--- src/rtl/mbx_pkg.sv ---
`timescale 1ns/1ps
package mbx_pkg;
  typedef enum logic [1:0] {
    RG_WORD0 = 2'd0,
    RG_WORD1 = 2'd1,
    RG_STAT  = 2'd2,
    RG_OWN   = 2'd3
  } region_e;

  typedef enum logic [1:0] {
    RD_NONE = 2'd0,
    RD_RAM  = 2'd1,
    RD_STAT = 2'd2,
    RD_VEC  = 2'd3
  } rdkind_e;

  localparam int BUSY_BIT = 5;
endpackage

--- src/rtl/mbx_wordram.sv ---
`timescale 1ns/1ps
module mbx_wordram #(
  parameter int DEPTH = 32,
  parameter int WIDTH = 64,
  parameter int AW    = 5
) (
  input  logic             clk,
  input  logic             we,
  input  logic [AW-1:0]    waddr,
  input  logic [WIDTH-1:0] wdata,
  input  logic             re,
  input  logic [AW-1:0]    raddr,
  output logic [WIDTH-1:0] rdata
);
  logic [WIDTH-1:0] mem [DEPTH];

  always_ff @(posedge clk) begin
    if (we) mem[waddr] <= wdata;
    if (re) rdata <= mem[raddr];
  end
endmodule

--- src/rtl/mbx_state.sv ---
`timescale 1ns/1ps
module mbx_state #(
  parameter int NUM_CPU = 32,
  parameter int SRC_W   = 5,
  parameter int CPU_W   = 5
) (
  input  logic                              clk,
  input  logic                              rst,
  input  logic                              irq_valid,
  input  logic [CPU_W-1:0]                  irq_cpu,
  input  logic [SRC_W-1:0]                  irq_src,
  input  logic                              sw_wr,
  input  logic [CPU_W-1:0]                  sw_idx,
  input  logic                              sw_busy,
  output logic                              accept,
  output logic [NUM_CPU-1:0]                busy_q,
  output logic [NUM_CPU-1:0][SRC_W-1:0]     src_q
);
  localparam logic [CPU_W:0] NCPU_L = (CPU_W+1)'(NUM_CPU);

  logic in_range;
  logic cur_busy;

  always_comb begin
    in_range = {1'b0, irq_cpu} < NCPU_L;
    cur_busy = in_range ? busy_q[irq_cpu] : 1'b1;
    if (sw_wr && sw_idx == irq_cpu) cur_busy = sw_busy;
    accept = irq_valid && in_range && !cur_busy;
  end

  always_ff @(posedge clk) begin
    if (rst) begin
      busy_q <= '0;
      src_q  <= '0;
    end else begin
      for (int i = 0; i < NUM_CPU; i++) begin
        if (accept && irq_cpu == CPU_W'(i)) begin
          busy_q[i] <= 1'b1;
          src_q[i]  <= irq_src;
        end else if (sw_wr && sw_idx == CPU_W'(i)) begin
          busy_q[i] <= sw_busy;
        end
      end
    end
  end

  p_refuse_busy_r3: assert property (@(posedge clk) disable iff (rst)
    accept |-> (!busy_q[irq_cpu] || (sw_wr && sw_idx == irq_cpu && !sw_busy)));
  p_src_hold_r3: assert property (@(posedge clk) disable iff (rst)
    !accept |=> $stable(src_q));
  p_busy_set_r2: assert property (@(posedge clk) disable iff (rst)
    accept |=> busy_q[$past(irq_cpu)]);
  p_out_of_range_r10: assert property (@(posedge clk) disable iff (rst)
    (irq_valid && !({1'b0, irq_cpu} < NCPU_L)) |-> !accept);
  p_clear_first_r8: assert property (@(posedge clk) disable iff (rst)
    (irq_valid && in_range && sw_wr && sw_idx == irq_cpu && !sw_busy) |-> accept);
endmodule

--- src/rtl/mbx_regif.sv ---
`timescale 1ns/1ps
module mbx_regif
  import mbx_pkg::*;
#(
  parameter int NUM_CPU = 32,
  parameter int SRC_W   = 5,
  parameter int DATA_W  = 64,
  parameter int VEC_W   = 6,
  parameter int CPU_W   = 5,
  parameter int ADDR_W  = 10
) (
  input  logic                          clk,
  input  logic                          rst,
  input  logic                          reg_en,
  input  logic                          reg_we,
  input  logic [ADDR_W-1:0]             reg_addr,
  input  logic [CPU_W-1:0]              reg_cpu,
  input  logic [DATA_W-1:0]             reg_wdata,
  input  logic [NUM_CPU-1:0]            busy_q,
  input  logic [NUM_CPU-1:0][SRC_W-1:0] src_q,
  input  logic [1:0][DATA_W-1:0]        ram_rdata,
  output logic                          ram_re,
  output logic [CPU_W-1:0]              ram_raddr,
  output logic                          sw_wr,
  output logic [CPU_W-1:0]              sw_idx,
  output logic                          sw_busy,
  output logic [VEC_W-1:0]              vec_q,
  output logic [DATA_W-1:0]             reg_rdata
);
  localparam logic [CPU_W:0] NCPU_L = (CPU_W+1)'(NUM_CPU);

  region_e          region;
  logic [CPU_W-1:0] idx, eff_idx;
  logic             is_ram, word_sel, is_stat, is_vec, idx_ok, rd, wr;

  rdkind_e          kind_q;
  logic             sel_q, stat_busy_q;
  logic [SRC_W-1:0] stat_src_q;

  logic unused_bits;
  assign unused_bits = ^{reg_addr[2:0], reg_wdata};

  always_comb begin
    region   = region_e'(reg_addr[CPU_W+4:CPU_W+3]);
    idx      = reg_addr[CPU_W+2:3];
    eff_idx  = (region == RG_OWN) ? reg_cpu : idx;
    is_ram   = 1'b0;
    word_sel = 1'b0;
    is_stat  = 1'b0;
    is_vec   = 1'b0;
    unique case (region)
      RG_WORD0: is_ram = 1'b1;
      RG_WORD1: begin is_ram = 1'b1; word_sel = 1'b1; end
      RG_STAT:  is_stat = 1'b1;
      RG_OWN: begin
        if (idx == CPU_W'(0)) is_ram = 1'b1;
        if (idx == CPU_W'(1)) begin is_ram = 1'b1; word_sel = 1'b1; end
        if (idx == CPU_W'(2)) is_stat = 1'b1;
        if (idx == CPU_W'(3)) is_vec = 1'b1;
      end
    endcase
    idx_ok    = {1'b0, eff_idx} < NCPU_L;
    rd        = reg_en && !reg_we;
    wr        = reg_en && reg_we;
    ram_re    = rd && is_ram && idx_ok;
    ram_raddr = eff_idx;
    sw_wr     = wr && is_stat && idx_ok;
    sw_idx    = eff_idx;
    sw_busy   = reg_wdata[BUSY_BIT];
  end

  always_ff @(posedge clk) begin
    if (rst) begin
      kind_q      <= RD_NONE;
      sel_q       <= 1'b0;
      stat_busy_q <= 1'b0;
      stat_src_q  <= '0;
      vec_q       <= '0;
    end else begin
      kind_q <= RD_NONE;
      if (rd && is_vec)                kind_q <= RD_VEC;
      else if (rd && is_ram && idx_ok) kind_q <= RD_RAM;
      else if (rd && is_stat && idx_ok) begin
        kind_q      <= RD_STAT;
        stat_busy_q <= busy_q[eff_idx];
        stat_src_q  <= src_q[eff_idx];
      end
      sel_q <= word_sel;
      if (wr && is_vec) vec_q <= reg_wdata[VEC_W-1:0];
    end
  end

  always_comb begin
    reg_rdata = '0;
    unique case (kind_q)
      RD_RAM:  reg_rdata = ram_rdata[sel_q];
      RD_STAT: begin
        reg_rdata[BUSY_BIT]  = stat_busy_q;
        reg_rdata[SRC_W-1:0] = stat_src_q;
      end
      RD_VEC:  reg_rdata[VEC_W-1:0] = vec_q;
      default: reg_rdata = '0;
    endcase
  end

  p_vec_load_r12: assert property (@(posedge clk) disable iff (rst)
    (wr && is_vec) |=> vec_q == $past(reg_wdata[VEC_W-1:0]));
  p_oob_read_zero_r10: assert property (@(posedge clk) disable iff (rst)
    (rd && !is_vec && !idx_ok) |=> reg_rdata == '0);
endmodule

--- src/rtl/irq_mailbox.sv ---
`timescale 1ns/1ps
module irq_mailbox #(
  parameter int NUM_CPU = 32,
  parameter int SRC_W   = 5,
  parameter int DATA_W  = 64,
  parameter int VEC_W   = 6,
  localparam int CPU_W  = (NUM_CPU > 1) ? $clog2(NUM_CPU) : 1,
  localparam int ADDR_W = CPU_W + 5
) (
  input  logic              clk,
  input  logic              rst,
  input  logic              irq_valid,
  input  logic [CPU_W-1:0]  irq_cpu,
  input  logic [SRC_W-1:0]  irq_src,
  input  logic [DATA_W-1:0] irq_word0,
  input  logic [DATA_W-1:0] irq_word1,
  output logic              irq_accept,
  output logic              post_valid,
  output logic [CPU_W-1:0]  post_cpu,
  output logic [VEC_W-1:0]  post_vec,
  input  logic              reg_en,
  input  logic              reg_we,
  input  logic [ADDR_W-1:0] reg_addr,
  input  logic [CPU_W-1:0]  reg_cpu,
  input  logic [DATA_W-1:0] reg_wdata,
  output logic [DATA_W-1:0] reg_rdata
);
  logic [NUM_CPU-1:0]            busy_q;
  logic [NUM_CPU-1:0][SRC_W-1:0] src_q;
  logic                          sw_wr, sw_busy, ram_re;
  logic [CPU_W-1:0]              sw_idx, ram_raddr;
  logic [VEC_W-1:0]              vec_q;
  logic [1:0][DATA_W-1:0]        irq_words, ram_rdata;

  assign irq_words = {irq_word1, irq_word0};

  mbx_state #(.NUM_CPU(NUM_CPU), .SRC_W(SRC_W), .CPU_W(CPU_W)) u_state (
    .clk(clk), .rst(rst), .irq_valid(irq_valid), .irq_cpu(irq_cpu),
    .irq_src(irq_src), .sw_wr(sw_wr), .sw_idx(sw_idx), .sw_busy(sw_busy),
    .accept(irq_accept), .busy_q(busy_q), .src_q(src_q)
  );

  for (genvar w = 0; w < 2; w++) begin : g_word
    mbx_wordram #(.DEPTH(NUM_CPU), .WIDTH(DATA_W), .AW(CPU_W)) u_ram (
      .clk(clk), .we(irq_accept), .waddr(irq_cpu), .wdata(irq_words[w]),
      .re(ram_re), .raddr(ram_raddr), .rdata(ram_rdata[w])
    );
  end

  mbx_regif #(.NUM_CPU(NUM_CPU), .SRC_W(SRC_W), .DATA_W(DATA_W), .VEC_W(VEC_W),
              .CPU_W(CPU_W), .ADDR_W(ADDR_W)) u_regif (
    .clk(clk), .rst(rst), .reg_en(reg_en), .reg_we(reg_we), .reg_addr(reg_addr),
    .reg_cpu(reg_cpu), .reg_wdata(reg_wdata), .busy_q(busy_q), .src_q(src_q),
    .ram_rdata(ram_rdata), .ram_re(ram_re), .ram_raddr(ram_raddr),
    .sw_wr(sw_wr), .sw_idx(sw_idx), .sw_busy(sw_busy), .vec_q(vec_q),
    .reg_rdata(reg_rdata)
  );

  always_ff @(posedge clk) begin
    if (rst) begin
      post_valid <= 1'b0;
      post_cpu   <= '0;
      post_vec   <= '0;
    end else begin
      post_valid <= irq_accept;
      post_cpu   <= irq_cpu;
      post_vec   <= vec_q;
    end
  end

  p_post_after_accept_r5: assert property (@(posedge clk) disable iff (rst)
    irq_accept |=> (post_valid && post_cpu == $past(irq_cpu)));
  p_no_post_without_accept_r5: assert property (@(posedge clk) disable iff (rst)
    !irq_accept |=> !post_valid);
endmodule

--- config.mk ---
export PLATFORM = sky130hd
export DESIGN_NAME = irq_mailbox
export DESIGN_NICKNAME = d
export VERILOG_FILES = /design/src/rtl/mbx_pkg.sv /design/src/rtl/mbx_wordram.sv /design/src/rtl/mbx_state.sv /design/src/rtl/mbx_regif.sv /design/src/rtl/irq_mailbox.sv
export SDC_FILE = /design/constraint.sdc
export NUM_CORES = 2
export LEC_CHECK = 0
export CAP_MARGIN = 20
export CORE_MARGIN = 1
export CORE_UTILIZATION = 58
export CTS_CLUSTER_SIZE = 16
export DETAILED_ROUTE_END_ITERATION = 10
export HOLD_SLACK_MARGIN = 0.06
export PLACE_DENSITY_LB_ADDON = 0.08
export SYNTH_ARGS = -nofsm -noshare
export SYNTH_HDL_FRONTEND = slang
export SYNTH_SLANG_ARGS = --single-unit
--- constraint.sdc ---
create_clock -name clk -period 17.7 [get_ports clk]
set_input_delay 3.54 -clock clk [delete_from_list [all_inputs] [get_ports clk]]
set_output_delay 3.54 -clock clk [all_outputs]
set_load 0.03 [all_outputs]
[Yosys cells after proc, flatten, opt, wreduce, memory -nomap -nowiden]
Memories as Yosys holds them, arrays and structs flattened. A register that Yosys moved wholly into a read port is not among the register bits.
Index checks and enable logic that the tools add are counted.
W data, S select, Z words.
Cells by class
  $add $sub $neg: 0
  multiply operators: 0
  div/mod/pow operators: 0
  order comparisons: 3
  equality and inequality tests: 72
  shifts and indexed selects: 0
  mux-type cells: 90
  bitwise operators: 2
  reduce and logical (&&, ||, !) cells: 113
Operator list (number)
  $eq A5 B5 Y1 const B: 32
  $mux W64: 2
  $eq A5 B4 Y1 const B: 16
  $mux W1: 75
  $logic_and A1 B1 Y1: 73
  $reduce_bool A2 Y1: 32
  $mux W58: 1
  $eq A5 B3 Y1 const B: 8
  $eq A5 B2 Y1 const B: 6
  $bmux W5 S5: 1
  $pmux W6 S3: 1
  $eq A5 B1 Y1 const B: 3
  $logic_not A5 Y1: 3
  $lt A5 B6 Y1 const B: 2
  $bmux W1 S5: 2
  $mux W5: 2
  $eq A2 B2 Y1 const B: 4
  $mux W2: 3
  $pmux W1 S2: 3
  $eq A5 B5 Y1: 1
  $eq A2 B1 Y1 const B: 2
  $reduce_and A3 Y1: 1
  $logic_not A1 Y1: 2
  $logic_not A2 Y1: 1
  other kinds (3): 4
Storage, ports and cells
  flip-flop bits (word level): 219
  bits in latches: 0
  bits in writable memories: 4096
  ROM bits: 0
  input bits: 222
  output and inout port bits: 77
  memories: 2
Memories
  g_word[0].u_ram.mem: depth 32, width 64, rd ports 1, clocked after memory_dff 1, write ports 1, RTL line mbx_wordram.sv:15  | logic [WIDTH-1:0] mem [DEPTH];
  g_word[1].u_ram.mem: depth 32, width 64, rd ports 1, clocked after memory_dff 1, write ports 1, RTL line mbx_wordram.sv:15

[Longest topological paths before layout]
  depth after elaboration: 10
  depth in mapped cells: 12
  depth with buffers taken out: 7

[Cells and area by module]
Synthesis repeated with hierarchy kept, for this count alone.
Unflattened totals
  cells, all modules: 7515
  area, all modules: 171704.7 um^2
Modules (own cells, without submodules)
  mbx_wordram at g_word[0].u_ram: times used 1, cells each 3097, area an instance 79608.9 um^2
  mbx_wordram at g_word[1].u_ram: times used 1, cells each 3097, area an instance 79605.1 um^2
  mbx_state: times used 1, cells each 778, area an instance 8489.4 um^2
  mbx_regif: times used 1, cells each 518, area an instance 3634.7 um^2
  irq_mailbox: times used 1, cells each 25, area an instance 366.6 um^2

[Worst setup path after synthesis]
No wires, ideal clock.
  kind: input to register
  start: input port irq_cpu[0]
  end: memory g_word[0].u_ram.mem[16][0] (enable)
  arrival time: 10506 ps
  path slack: 6577 ps
  cell stages on the path: 8
  buffers on the path: 2
  path through: buf_4 -> mux4_2 -> mux2i_1 -> nor2_1 -> nor4_4 -> buf_6 -> mux2i_2 -> nor2_1
On the way
  word-level cells in the longest chain between the ends: 7
  elaborated cells between the ends (all ways): 9
  those cells by class: eq/ne: 1; mux: 5; reduce/logical: 3
Ends and longest elaborated chain
  start, declared: RTL line irq_mailbox.sv:13  | input logic [CPU_W-1:0] irq_cpu,
  $bmux W1 S5 or $eq A5 B5 Y1 (tied branches): RTL line mbx_state.sv:26, mbx_state.sv:27
  $mux W1 (implied by the code) or $logic_and A1 B1 Y1 (tied branches): RTL line mbx_state.sv:26, mbx_state.sv:27
  $mux W1: RTL line mbx_state.sv:27  | if (sw_wr && sw_idx == irq_cpu) cur_busy = sw_busy;
  $logic_not A1 Y1: RTL line mbx_state.sv:28  | accept = irq_valid && in_range && !cur_busy;
  $logic_and A1 B1 Y1: RTL line mbx_state.sv:28
  $mux W1: RTL line mbx_wordram.sv:18  | if (we) mem[waddr] <= wdata;
  $mux W1 (implied by the code): RTL line mbx_wordram.sv:18
  end, declared: RTL line mbx_wordram.sv:15
Parallel ways exist; a longest one is shown, timed or not. The select of a mux whose other input is x is not followed.

[Worst setup path after layout]
  start: input port reg_addr[9]
  end: output port irq_accept
On the way
  word-level cells in the longest chain between the ends: 7
  elaborated cells between the ends (all ways): 10
  those cells by class: eq/ne: 3; mux: 3; reduce/logical: 4
Ends and longest elaborated chain
  start, declared: RTL line irq_mailbox.sv:23  | input logic [ADDR_W-1:0] reg_addr,
  $eq A2 B2 Y1, on equally long branches: RTL line mbx_regif.sv:46, mbx_regif.sv:51
  $mux W5 or $pmux W1 S2 (tied branches): RTL line mbx_regif.sv:46, mbx_regif.sv:51
  $eq A5 B5 Y1 or $logic_and A1 B1 Y1 (tied branches): RTL line mbx_state.sv:27, mbx_regif.sv:67
  $logic_and A1 B1 Y1 *: RTL line mbx_state.sv:27
  $mux W1 *: RTL line mbx_state.sv:27
  $logic_not A1 Y1 *: RTL line mbx_state.sv:28
  $logic_and A1 B1 Y1 *: RTL line mbx_state.sv:28
  end, declared: RTL line irq_mailbox.sv:17  | output logic irq_accept,
Every way passes the cells marked *; elsewhere a longest branch is shown, timed or not.

==> summary.md <==
| Metric | Value |
|---|---|
| Worst Hold End | `u_state.src_q[33]` |
| Leak | `approximately 62 nW` |
| Layout area overhead | `12.1%` |
| Instance area at placement | `0.179 mm2` |
| Unrepaired setup endpoints after global routing | `false` |
| WL final | `452 mm` |
| Asr flop ratio synth | `0%` |
| Worst hold start | `u_state.src_q[33]` |
| Max VDD drop | `0.115 mV` |
| Register-to-Register Path Depth | `9` |
| Tcrit/Tclk final | `~64%` |
| Post-synth top area cell | `edfxtp_1` |
| Antenna violations before repair | `45` |
| Hold Fails Final Rpt | `0` |
| Vias in the first global route | `85,500` |
| Startpoint Class | `input port` |
| Post-synth EDFFs | `about 4,200` |
| DP Cell Count | `approximately 12,000` |
| Core Region | `about 0.29 mm2` |
| Max transition margin | `21.8%` |
| Post-CTS setup buffer count | `0` |
| Post-DP HPWL | `roughly 210 mm` |
| Via density | `~6.8` |
| Remaining DRCs | `36` |
| Failing checks | `design-rule violations` |
| Drt initial violations | `11,500` |
| Pwr Density | `116 mW/mm2` |
| Internal power | `17.5 mW` |
| Synth Area in Adders | `0%` |
| Layout Nets | `8,537` |
| Initial Utilization | `between 50% and 60%` |
| FP Rows | `199` |
| Yosys top cell area share | `73.8%` |
| Pre-CTS setup slack | `6.61 ns` |
| Reg area | `0.131 mm2` |
| P_sw | `a little under 5 mW` |
| Mapped Cells | `~8,000` |
| CTS Buf Count | `441` |
| Simple-gate share of the synthesized area | `2.31%` |
| Most frequent cells in the layout | `edfxtp_1, mux4_2, mux2i_1` |
| Top FF cell, synth | `edfxtp_1` |
| Final Non-Filler Cells | `12,600` |
| Logic pwr share | `~6.4%` |
| CTS Hold Bufs | `0` |
| Post-CTS sizing | `0` |
| WS Path Type | `input port to primary output` |
| R2r setup slk | `12.33 ns` |
| Io pins | `around 300` |
| Synth Area in Compound Gates | `2.30%` |
| Worst Path Required | `14.16 ns` |
| Post-Syn Area | `approximately 0.17 mm2` |
| Clock Skew | `approximately 0.043 ns` |
| Xor/xnor share of the synthesized area | `0.0204%` |
| Clock share of power | `41.2%` |
| Sequential-to-total area share from yosys stat | `76.3%` |
| Largest net degree at the start of global routing | `about 140` |
| Worst-skew pair later-pin latency | `between 0.9 and 1 ns` |
| Most common cell after layout, fill and taps aside | `edfxtp_1` |
| Critical Path Fanout Max | `49` |
| Via count | `between 80,000 and 90,000` |
| Multi-input logic area | `between 0.03 and 0.04 mm2` |
| Final Cell Area | `between 0.15 and 0.2 mm2` |
| Slew @ Worst Pin | `1.17 ns` |
| R2r startpoint | `u_state.busy_q[3]` |
| Hold Crit Depth | `2` |
| DR pass1 iterations | `11` |
| Die height | `547 um` |
| Layout cell share with drive strength beyond 1 | `22.3%` |
| Post-route ant nets | `0` |
| Crit path time final | `11.24 ns` |
| Die area | `approximately 0.30 mm2` |
| HP Class | `register to register` |
| Crit path DAT | `7.70 ns` |
| GR Overflow Total | `0` |
| Setup ws final | `6.46 ns` |
| Total power | `22.3 mW` |
| MaxCap Viol Count | `0` |
| CTS root buffer | `clkbuf_16` |
| Multiplexer area fraction after synthesis | `17.6%` |
| Die width | `547 um` |
| Register bit total from synthesis | `4,443` |
| Worst R2R End | `g_word[1].u_ram.mem[21][10]` |
| Clock transition at the registers of the reported paths | `0.06 ns` |
| Result of the run | `finished, violations left` |
| Top cells by area, synth | `edfxtp_1, mux4_2, mux2i_1` |
| GP Congestion | `0.880` |
| Port Buffers | `237` |
| Sw Share | `a little over a fifth` |
| Final Setup Violations | `0` |
| Final Max Tran Viols | `0` |
| FMAX | `88.9 MHz` |
| Mean Syn Cell Area | `about 22 um2` |
| Final TNS setup | `0 ns` |
| Worst Setup End Kind | `primary output` |
| Aggregate global-route resource usage | `30.3%` |
| First-pass GRT wire length | `between 600 and 700 mm` |
| # fillers | `19,300` |
| Synth Warn # | `0` |
| CTS Buffer Depth | `4` |
| Largest family of logic cells by synthesized area | `multiplexers` |
| Num Clock Sinks | `around 4,400` |
| Synth unique cells | `59` |
| Sequential share of power | `52.4%` |
| Drt wl/cell | `roughly 36 um` |
| CTS tree | `built` |
| H-tree level count | `5` |
| Syn nets | `just over 8,000` |
-- worst max path at each step --
stage / startpoint / end / depth (start not counted)
6_report: reg_addr[9] / irq_accept / 10
5_1_grt: reg_addr[9] / irq_accept / 10
4_1_cts: reg_addr[9] / irq_accept / 10
3_5_place_dp: reg_addr[9] / irq_accept / 10
3_3_place_gp: reg_addr[9] / irq_accept / 10
2_1_floorplan: irq_cpu[0] / g_word[0].u_ram.mem[16][0] / 8
-- power groups by stage --
stage / combinational (mW) / sequential [mW] / clock [mW]
floorplan: 0.921 / 11.9 / 0
global placement: 1.40 / 11.9 / 0
detailed placement: 1.42 / 11.9 / 0
CTS: 1.42 / 11.7 / 9.29
global route: 1.50 / 11.7 / 9.67
finish: 1.42 / 11.7 / 9.20
-- state kept, by name, indices dropped and copies added, names as in the netlist --
register             flops
post_vec                 6
u_state.src_q          160
post_cpu                 5
u_regif.stat_busy_q      1
post_valid               1
u_state.busy_q          32
u_regif.sel_q            1
u_regif.vec_q            6
u_regif.kind_q           2
g_word.u_ram.rdata     128
g_word.u_ram.mem      4096
u_regif.stat_src_q       5
-- worst max-delay path: stages --
cell and delay (ns):
clkdlybuf4s50_1 0.82, a21bo_2 0.23, buf_4 0.49, a21oi_1 0.17
and4b_1 0.28, buf_4 0.33, nand3_2 0.30, mux2i_2 0.81
nor2b_1 0.09, clkdlybuf4s50_1 0.62
-- logic make-up after synthesis --
group | after synthesis
simple gates | 826
buf+inv | 527
flops | 4443
mux | 1707
xor+xnor | 4
compound gates | 464
-- stage by stage --
step | util [%] | hold WS, ns
2_1_floorplan | - | 0.446
3_3_place_gp | 60.7 | 0.456
3_5_place_dp | 60.7 | 0.464
4_1_cts | 65.5 | 0.475
5_1_grt | 65.5 | 0.483
6_report | 65.5 | 0.473
-- per-layer routing --
layer  GRT usage [%]  up-vias  routed length [um]
met5               0        -                 212
met4            8.56       30               12300
met3            4.87      719               40000
met2            48.3     4264              218000
met1            44.2    46300              182000
li1                -    34100                   -
-- layout make-up --
| class | count | area share [%] |
|---|---|---|
| Sequential cell | 4443 | 68.0 |
| Inverter | 35 | 0.177 |
| Multi-Input combinational cell | 3001 | 19.9 |
| Antenna cell | 20 | 0.0260 |
| Clock buffer | 553 | 6.16 |
| Timing Repair Buffer | 393 | 1.97 |
| Clock inverter | 271 | 1.20 |
| Tap cell | 3919 | 2.54 |
-- synthesized netlist by cell type, drive strengths merged (14+ instances only) --
| cell type | number |
|---|---|
| inv | 33 |
| a21oi | 68 |
| and3 | 50 |
| a31oi | 33 |
| nand2b | 172 |
| a211oi | 30 |
| nor2 | 94 |
| nor4 | 47 |
| nor2b | 14 |
| clkbuf | 204 |
| edfxtp | 4224 |
| nor3 | 18 |
| mux2i | 650 |
| buf | 288 |
| dfxtp | 219 |
| a2111oi | 16 |
| nand3 | 36 |
| a221oi | 128 |
| nand2 | 374 |
| a32o | 128 |
| mux4 | 1049 |
Power figures use the tool's default switching activity.
